**src/rtl/tx_irq_pkg.sv**
```systemverilog
package tx_irq_pkg;
  // state encoding is the visible {enable, active, eoi} triple
  typedef enum logic [2:0] {
    ST_IDLE = 3'b000,
    ST_REQ  = 3'b100,
    ST_ASRT = 3'b110,
    ST_ACK  = 3'b010,
    ST_DONE = 3'b001
  } hs_state_e;

  localparam logic [1:0] TX_VEC_LOW = 2'b10;
endpackage

```
**src/rtl/tx_irq_fsm.sv**
```systemverilog
module tx_irq_fsm
  import tx_irq_pkg::*;
#(
  parameter int NUM_CH = 2,
  parameter int CH_W   = (NUM_CH > 1) ? $clog2(NUM_CH) : 1
) (
  input  logic              clk_i,
  input  logic              rst_ni,
  input  logic [NUM_CH-1:0] req_i,
  input  logic              grant_i,
  input  logic              iack_i,
  input  logic              eoi_wr_i,
  output hs_state_e         state_o,
  output logic [CH_W-1:0]   ch_o
);
  hs_state_e       state_q, state_d;
  logic [CH_W-1:0] ch_q, ch_d, pick;
  logic            open_slot, accept;

  // lowest index wins
  always_comb begin
    pick = '0;
    for (int i = NUM_CH - 1; i >= 0; i--) begin
      if (req_i[i]) pick = CH_W'(i);
    end
  end

  assign open_slot = (state_q == ST_IDLE) || (state_q == ST_DONE);
  assign accept    = open_slot && (|req_i);

  always_comb begin
    state_d = state_q;
    ch_d    = ch_q;
    unique case (state_q)
      ST_IDLE, ST_DONE: if (accept) begin
        state_d = ST_REQ;
        ch_d    = pick;
      end
      ST_REQ:  if (grant_i)  state_d = ST_ASRT;
      ST_ASRT: if (iack_i)   state_d = ST_ACK;
      ST_ACK:  if (eoi_wr_i) state_d = ST_DONE;
      default: state_d = ST_IDLE;
    endcase
  end

  always_ff @(posedge clk_i or negedge rst_ni) begin
    if (!rst_ni) begin
      state_q <= ST_IDLE;
      ch_q    <= '0;
    end else begin
      state_q <= state_d;
      ch_q    <= ch_d;
    end
  end

  assign state_o = state_q;
  assign ch_o    = ch_q;

  AST_GRANT_ASSERTS: assert property (@(posedge clk_i) disable iff (!rst_ni)
    (state_q == ST_REQ && grant_i) |=> (state_q == ST_ASRT));
  AST_IACK_MOVES: assert property (@(posedge clk_i) disable iff (!rst_ni)
    (state_q == ST_ASRT && iack_i) |=> (state_q == ST_ACK));
  AST_EOI_EARLY_IGNORED: assert property (@(posedge clk_i) disable iff (!rst_ni)
    (state_q == ST_REQ && !grant_i && eoi_wr_i) |=> (state_q == ST_REQ));
  AST_CH_HELD: assert property (@(posedge clk_i) disable iff (!rst_ni)
    (state_q inside {ST_REQ, ST_ASRT, ST_ACK}) |=> $stable(ch_q));
  AST_REQ_CLEARS_EOI: assert property (@(posedge clk_i) disable iff (!rst_ni)
    (state_q == ST_DONE && (|req_i)) |=> (state_q == ST_REQ));
endmodule

```
**src/rtl/tx_irq_regs.sv**
```systemverilog
module tx_irq_regs #(
  parameter int             ADDR_W     = 8,
  parameter int             DATA_W     = 8,
  parameter int             VB_W       = DATA_W - 2,
  parameter logic [ADDR_W-1:0] STAT_ADDR  = 8'hEE,
  parameter logic [ADDR_W-1:0] EOI_ADDR   = 8'hEA,
  parameter logic [ADDR_W-1:0] VBASE_ADDR = 8'hE2,
  parameter logic [ADDR_W-1:0] ALT_FLIP   = 8'h02
) (
  input  logic              clk_i,
  input  logic              rst_ni,
  input  logic              map_i,
  input  logic [ADDR_W-1:0] addr_i,
  input  logic              wr_i,
  input  logic [DATA_W-1:0] wdata_i,
  input  logic [DATA_W-1:0] status_i,
  output logic              eoi_wr_o,
  output logic [VB_W-1:0]   vbase_o,
  output logic [DATA_W-1:0] rd_data_o
);
  localparam int LOW_W = DATA_W - VB_W;

  logic [ADDR_W-1:0] a_stat, a_eoi, a_vb;
  logic              hit_stat, hit_eoi, hit_vb;
  logic [VB_W-1:0]   vbase_q;

  // second map clears the flip bits of every address
  assign a_stat = map_i ? (STAT_ADDR  & ~ALT_FLIP) : STAT_ADDR;
  assign a_eoi  = map_i ? (EOI_ADDR   & ~ALT_FLIP) : EOI_ADDR;
  assign a_vb   = map_i ? (VBASE_ADDR & ~ALT_FLIP) : VBASE_ADDR;

  assign hit_stat = (addr_i == a_stat);
  assign hit_eoi  = (addr_i == a_eoi);
  assign hit_vb   = (addr_i == a_vb);

  assign eoi_wr_o = wr_i && hit_eoi;

  always_ff @(posedge clk_i or negedge rst_ni) begin
    if (!rst_ni)             vbase_q <= '0;
    else if (wr_i && hit_vb) vbase_q <= wdata_i[DATA_W-1:LOW_W];
  end

  assign vbase_o = vbase_q;

  always_comb begin
    rd_data_o = '0;
    if (hit_stat)    rd_data_o = status_i;
    else if (hit_vb) rd_data_o = {vbase_q, {LOW_W{1'b0}}};
  end

  AST_BASE_HOLD: assert property (@(posedge clk_i) disable iff (!rst_ni)
    !(wr_i && hit_vb) |=> $stable(vbase_q));
  AST_EOI_NEEDS_WRITE: assert property (@(posedge clk_i) disable iff (!rst_ni)
    eoi_wr_o |-> (wr_i && !hit_stat && !hit_vb));
endmodule

```
**src/rtl/tx_irq_vec.sv**
```systemverilog
module tx_irq_vec
  import tx_irq_pkg::*;
#(
  parameter int DATA_W = 8,
  parameter int VB_W   = DATA_W - 2,
  parameter int CH_W   = 1
) (
  input  logic              clk_i,
  input  logic              rst_ni,
  input  hs_state_e         state_i,
  input  logic [CH_W-1:0]   ch_i,
  input  logic              iack_i,
  input  logic [VB_W-1:0]   vbase_i,
  output logic              irq_o,
  output logic [DATA_W-1:0] vec_o,
  output logic [DATA_W-1:0] status_o
);
  logic asserted;

  assign asserted = (state_i == ST_ASRT);
  assign irq_o    = asserted;
  assign vec_o    = (iack_i && asserted) ? {vbase_i, TX_VEC_LOW} : '0;

  // {en, act, eoi, 0, vec[1:0], 0, ch}
  assign status_o = {state_i, 1'b0, TX_VEC_LOW, 1'b0, ch_i[0]};

  AST_IRQ_FROM_REQ: assert property (@(posedge clk_i) disable iff (!rst_ni)
    $rose(irq_o) |-> ($past(state_i) == ST_REQ));
  AST_VEC_QUIET: assert property (@(posedge clk_i) disable iff (!rst_ni)
    (!irq_o || !iack_i) |-> (vec_o == '0));
  AST_IRQ_DROPS_ON_ACK: assert property (@(posedge clk_i) disable iff (!rst_ni)
    (irq_o && iack_i) |=> !irq_o);
endmodule

```
**src/rtl/tx_irq_seq.sv**
```systemverilog
module tx_irq_seq
  import tx_irq_pkg::*;
#(
  parameter int NUM_CH = 2,
  parameter int ADDR_W = 8,
  parameter int DATA_W = 8
) (
  input  logic              clk_i,
  input  logic              rst_ni,
  input  logic [NUM_CH-1:0] req_i,
  input  logic              grant_i,
  input  logic              iack_i,
  input  logic              map_i,
  input  logic [ADDR_W-1:0] addr_i,
  input  logic              wr_i,
  input  logic [DATA_W-1:0] wdata_i,
  output logic [DATA_W-1:0] rd_data_o,
  output logic              irq_o,
  output logic [DATA_W-1:0] vec_o
);
  localparam int CH_W = (NUM_CH > 1) ? $clog2(NUM_CH) : 1;
  localparam int VB_W = DATA_W - 2;

  hs_state_e         state;
  logic [CH_W-1:0]   ch;
  logic              eoi_wr;
  logic [VB_W-1:0]   vbase;
  logic [DATA_W-1:0] status;

  tx_irq_fsm #(.NUM_CH(NUM_CH), .CH_W(CH_W)) u_fsm (
    .clk_i, .rst_ni, .req_i, .grant_i, .iack_i,
    .eoi_wr_i(eoi_wr), .state_o(state), .ch_o(ch)
  );

  tx_irq_regs #(.ADDR_W(ADDR_W), .DATA_W(DATA_W), .VB_W(VB_W)) u_regs (
    .clk_i, .rst_ni, .map_i, .addr_i, .wr_i, .wdata_i,
    .status_i(status), .eoi_wr_o(eoi_wr), .vbase_o(vbase), .rd_data_o
  );

  tx_irq_vec #(.DATA_W(DATA_W), .VB_W(VB_W), .CH_W(CH_W)) u_vec (
    .clk_i, .rst_ni, .state_i(state), .ch_i(ch), .iack_i,
    .vbase_i(vbase), .irq_o, .vec_o, .status_o(status)
  );
endmodule

```
**config.mk**
```make
export PLATFORM = sky130hd
export DESIGN_NAME = tx_irq_seq
export DESIGN_NICKNAME = d
export VERILOG_FILES = /design/src/rtl/tx_irq_pkg.sv /design/src/rtl/tx_irq_fsm.sv /design/src/rtl/tx_irq_regs.sv /design/src/rtl/tx_irq_vec.sv /design/src/rtl/tx_irq_seq.sv
export SDC_FILE = /design/constraint.sdc
export NUM_CORES = 1
export LEC_CHECK = 0
export ABC_AREA = 0
export BUFFER_PORTS_ARGS = -buffer_cell sky130_fd_sc_hd__buf_2
export CAP_MARGIN = 20
export CELL_PAD_IN_SITES_DETAIL_PLACEMENT = 1
export CELL_PAD_IN_SITES_GLOBAL_PLACEMENT = 1
export CORE_ASPECT_RATIO = 0.7
export CORE_MARGIN = 3
export CORE_UTILIZATION = 26
export DETAILED_ROUTE_END_ITERATION = 8
export PLACE_DENSITY = 0.8
export SYNTH_ARGS = -nofsm -noshare
export SYNTH_HDL_FRONTEND = slang
export SYNTH_SLANG_ARGS = --single-unit
```
**constraint.sdc**
```tcl
create_clock -name clk_i -period 1.15 [get_ports clk_i]
set_clock_uncertainty 0.1 [all_clocks]
set_input_delay 0.0575 -clock clk_i [delete_from_list [all_inputs] [get_ports clk_i]]
set_output_delay 0.0575 -clock clk_i [all_outputs]
set_load 0.03 [all_outputs]
```
==> flow_metrics.env <==
export IMPL_max_stage_delay_ns=0.40
export IMPL_wirelength_um=2530
export IMPL_placed_cells=141
export IMPL_avgSynthCellArea_um2=10.0
export IMPL_peakVddDrop_uv=348
export IMPL_final_area_um2=1350
export IMPL_critPathTopFamily="simple AND/OR/NAND/NOR gates"
export IMPL_timing_hold_ws_ns=-0.000627
export IMPL_routedWlPerCell_um=16.0
export IMPL_detailed_place_hpwl_um=1750
export IMPL_p_per_area_nw_per_um2=882
export IMPL_multi_input_area_um2=503
export IMPL_cpMaxStageDelayCell="dfrtp_1"
export IMPL_post_route_period_util=1.24
export IMPL_place_ws_ns=-0.405
export IMPL_dr_pass1_iters=4
export IMPL_layout_nets=152
export IMPL_post_dp_cell_area_um2=1000
export IMPL_synthMostInstantiatedCell="dfrtp_1"
export IMPL_startpoint_type="register"
export IMPL_fp_dieArea_um2=3060
export IMPL_grt_overflow=0
export IMPL_cts_sinks=10
export IMPL_cp_common_cell="and3_4"
export IMPL_violations="negative hold slack, negative setup slack"
export IMPL_antenna_cells=0
export IMPL_cp_arrival_ns=1.27
export IMPL_clk_latency_ns=0.26
export IMPL_outcome="finished with violations"
export IMPL_dieHeight_um=47.2
export IMPL_die_x_um=64.9
export IMPL_regArea_um2=250
export IMPL_place_port_buffers=36
export IMPL_grt_pass1_vias=843
export IMPL_core_um2=2220
export IMPL_cts_tree="yes"
export IMPL_grtUsageTotal=0.174
export IMPL_setup_ws_ns=-0.281
export IMPL_hold_viol=1
export IMPL_io_pins=41
export IMPL_grt_pass1_wl_um=4030
export IMPL_synthCells=63
export IMPL_drt_iter0_drc=21
export IMPL_clockBufferDepth=2
export IMPL_regToRegSetupSlack_ns=-0.06
export IMPL_std_cell_rows=14
export IMPL_period_minus_slack_ns=1.43
export IMPL_cts_buffers=3
export IMPL_critical_path_cell_chain="inv_2, and3_4, and3_4, buf_6"
export IMPL_synth_cell_types=26
export IMPL_synth_area_top_cells="dfrtp_1 40%, mux2_2 11%, and3_1 6.9%"
export IMPL_cts_root_buffer="clkbuf_4"
export IMPL_cts_clk_slew_worst_paths_ns=0.06
export IMPL_ys_seq_area_frac=0.397
export IMPL_setup_viol=22
export IMPL_ys_flop_type="dfrtp_1"
export IMPL_async_flop_share=1.00
export IMPL_synth_top_area_cell="dfrtp_1"
export IMPL_critPathKind="register to output port"
export IMPL_area_growth_syn_to_layout_pct=114
export IMPL_route_detailed_drc=0
export IMPL_grt_start_max_net_pins=11
export IMPL_synth_edf_count=0
export IMPL_slew_violations=0
export IMPL_ys_warn_count=0
export IMPL_hold_path_class="input port to register"
export IMPL_syn_area_um2=631
export IMPL_synth_commonest_cells="10 x dfrtp_1, 7 x and3_1, 7 x nor2_1"
export IMPL_rsz0062_at_grt="true"
export IMPL_required_ns=0.99
export IMPL_drive_above_1_share=0.706
export IMPL_antenna_found_initial=0
export IMPL_vias=757
export IMPL_crit_buf_inv=2
export IMPL_synth_seq_cells=10
export IMPL_antenna_left=0
export IMPL_fillers=259
export IMPL_max_freq_mhz=699
export IMPL_viasPerCell=4.79
export IMPL_cap_viol_max_count=0
export IMPL_initial_core_util=0.283
export IMPL_yosysTopAreaCellShare=0.397
export IMPL_gp_congestion=0.806
export IMPL_p_leak_nw=0.611
export IMPL_critPathMaxFanout=8
export IMPL_final_cells=158
export IMPL_crit_path_end_kind="output port"
export IMPL_ctsHtreeMaxLevel=1
-- path summary, 6_finish.rpt --
check                               endpoint        startpoint  cells past startpoint
hold reg to reg                   u_fsm.ch_o        u_fsm.ch_o                      2
min in group asynchronous  u_regs.vbase_o[1]            rst_ni                      2
setup / recovery                    vec_o[2]  u_fsm.state_o[0]                      4
hold / removal                    u_fsm.ch_o          req_i[1]                      3
max in group asynchronous         u_fsm.ch_o            rst_ni                      2
setup reg to reg            u_fsm.state_o[0]  u_fsm.state_o[2]                      3
-- worst reg2reg max path: stages, from the launching register on --
cell	delay, ns
dfrtp_1	0.42
nor4_1	0.38
nand2_1	0.15
o41ai_2	0.06
-- state kept, by name (all words and copies together) (netlist names) --
signal          count
u_fsm.ch_o          1
u_regs.vbase_o      6
u_fsm.state_o       3
-- repair_timing --
item | in CTS | in global routing
pin swaps | 9 | 2
cloned | 0 | 0
buffers inserted | 3 | 2
hold endpoints to repair | 18 | 0
endpoints found under the setup margin | 22 | 25
hold buffers | 9 | 0
resized for setup | 49 | 10
-- report_power, final --
part / leakage (nW) / internal, W / switching (W)
Combinational: 0.465 / 0.000263 / 0.000248
Sequential: 0.132 / 0.000397 / 0.0000458
Clock: 0.0138 / 0.000121 / 0.000118
-- per-layer routing --
layer / global-route usage / vias to the layer above / part of all wire
met5: 0 / - / 0
met4: 0.0630 / 0 / 0.0039
met3: 0.0167 / 2 / 0.043
met2: 0.346 / 29 / 0.54
met1: 0.201 / 369 / 0.41
li1: - / 357 / -
-- cells by family (layout without fill, tap and decap cells) --
| kind of cell | count (synthesis) | in the layout | synth area share |
|---|---|---|---|
| multiplexers | 6 | 6 | 0.107 |
| AND/OR/NAND/NOR | 30 | 30 | 0.304 |
| AO/OA/AOI/OAI | 10 | 10 | 0.119 |
| flip-flops | 10 | 10 | 0.397 |
| other | 1 | 2 | 0.00595 |
| buffers and inverters | 5 | 67 | 0.0536 |
| XOR/XNOR | 1 | 1 | 0.0139 |
-- per-stage QoR --
stage               setup TNS, ns  total power, W   util
finish                      -4.15         0.00119  0.608
floorplan                   -2.82        0.000661      -
CTS                         -3.49         0.00114  0.584
global route                -5.21         0.00126  0.608
global placement            -5.10        0.000771  0.451
detailed placement          -5.80        0.000795  0.451
-- area by class of cell --
class,count,area share
repair buffers,63,0.394
multi-input cells,49,0.372
flip-flops and latches,10,0.185
well taps,32,0.0296
clock buffers,3,0.0167
inverters,1,0.00278
-- cell usage in the layout, fill, tap and decap left out, drive strengths merged --
cell | netlist | layout
a21oi | 3 | 3
a221oi | 1 | 1
a22oi | 3 | 3
and2 | 2 | 2
and3 | 7 | 7
buf | 3 | 54
clkbuf | 1 | 3
conb | 1 | 2
dfrtp | 10 | 10
dlygate4sd3 | 0 | 9
inv | 1 | 1
mux2 | 6 | 6
nand2 | 3 | 3
nand2b | 2 | 2
nand3b | 2 | 2
nor2 | 7 | 7
nor4 | 3 | 3
nor4b | 2 | 2
o211ai | 1 | 1
o21ai | 1 | 1
o41ai | 1 | 1
or3 | 1 | 1
or3b | 1 | 1
xnor2 | 1 | 1
Power figures use the tool's default switching activity.
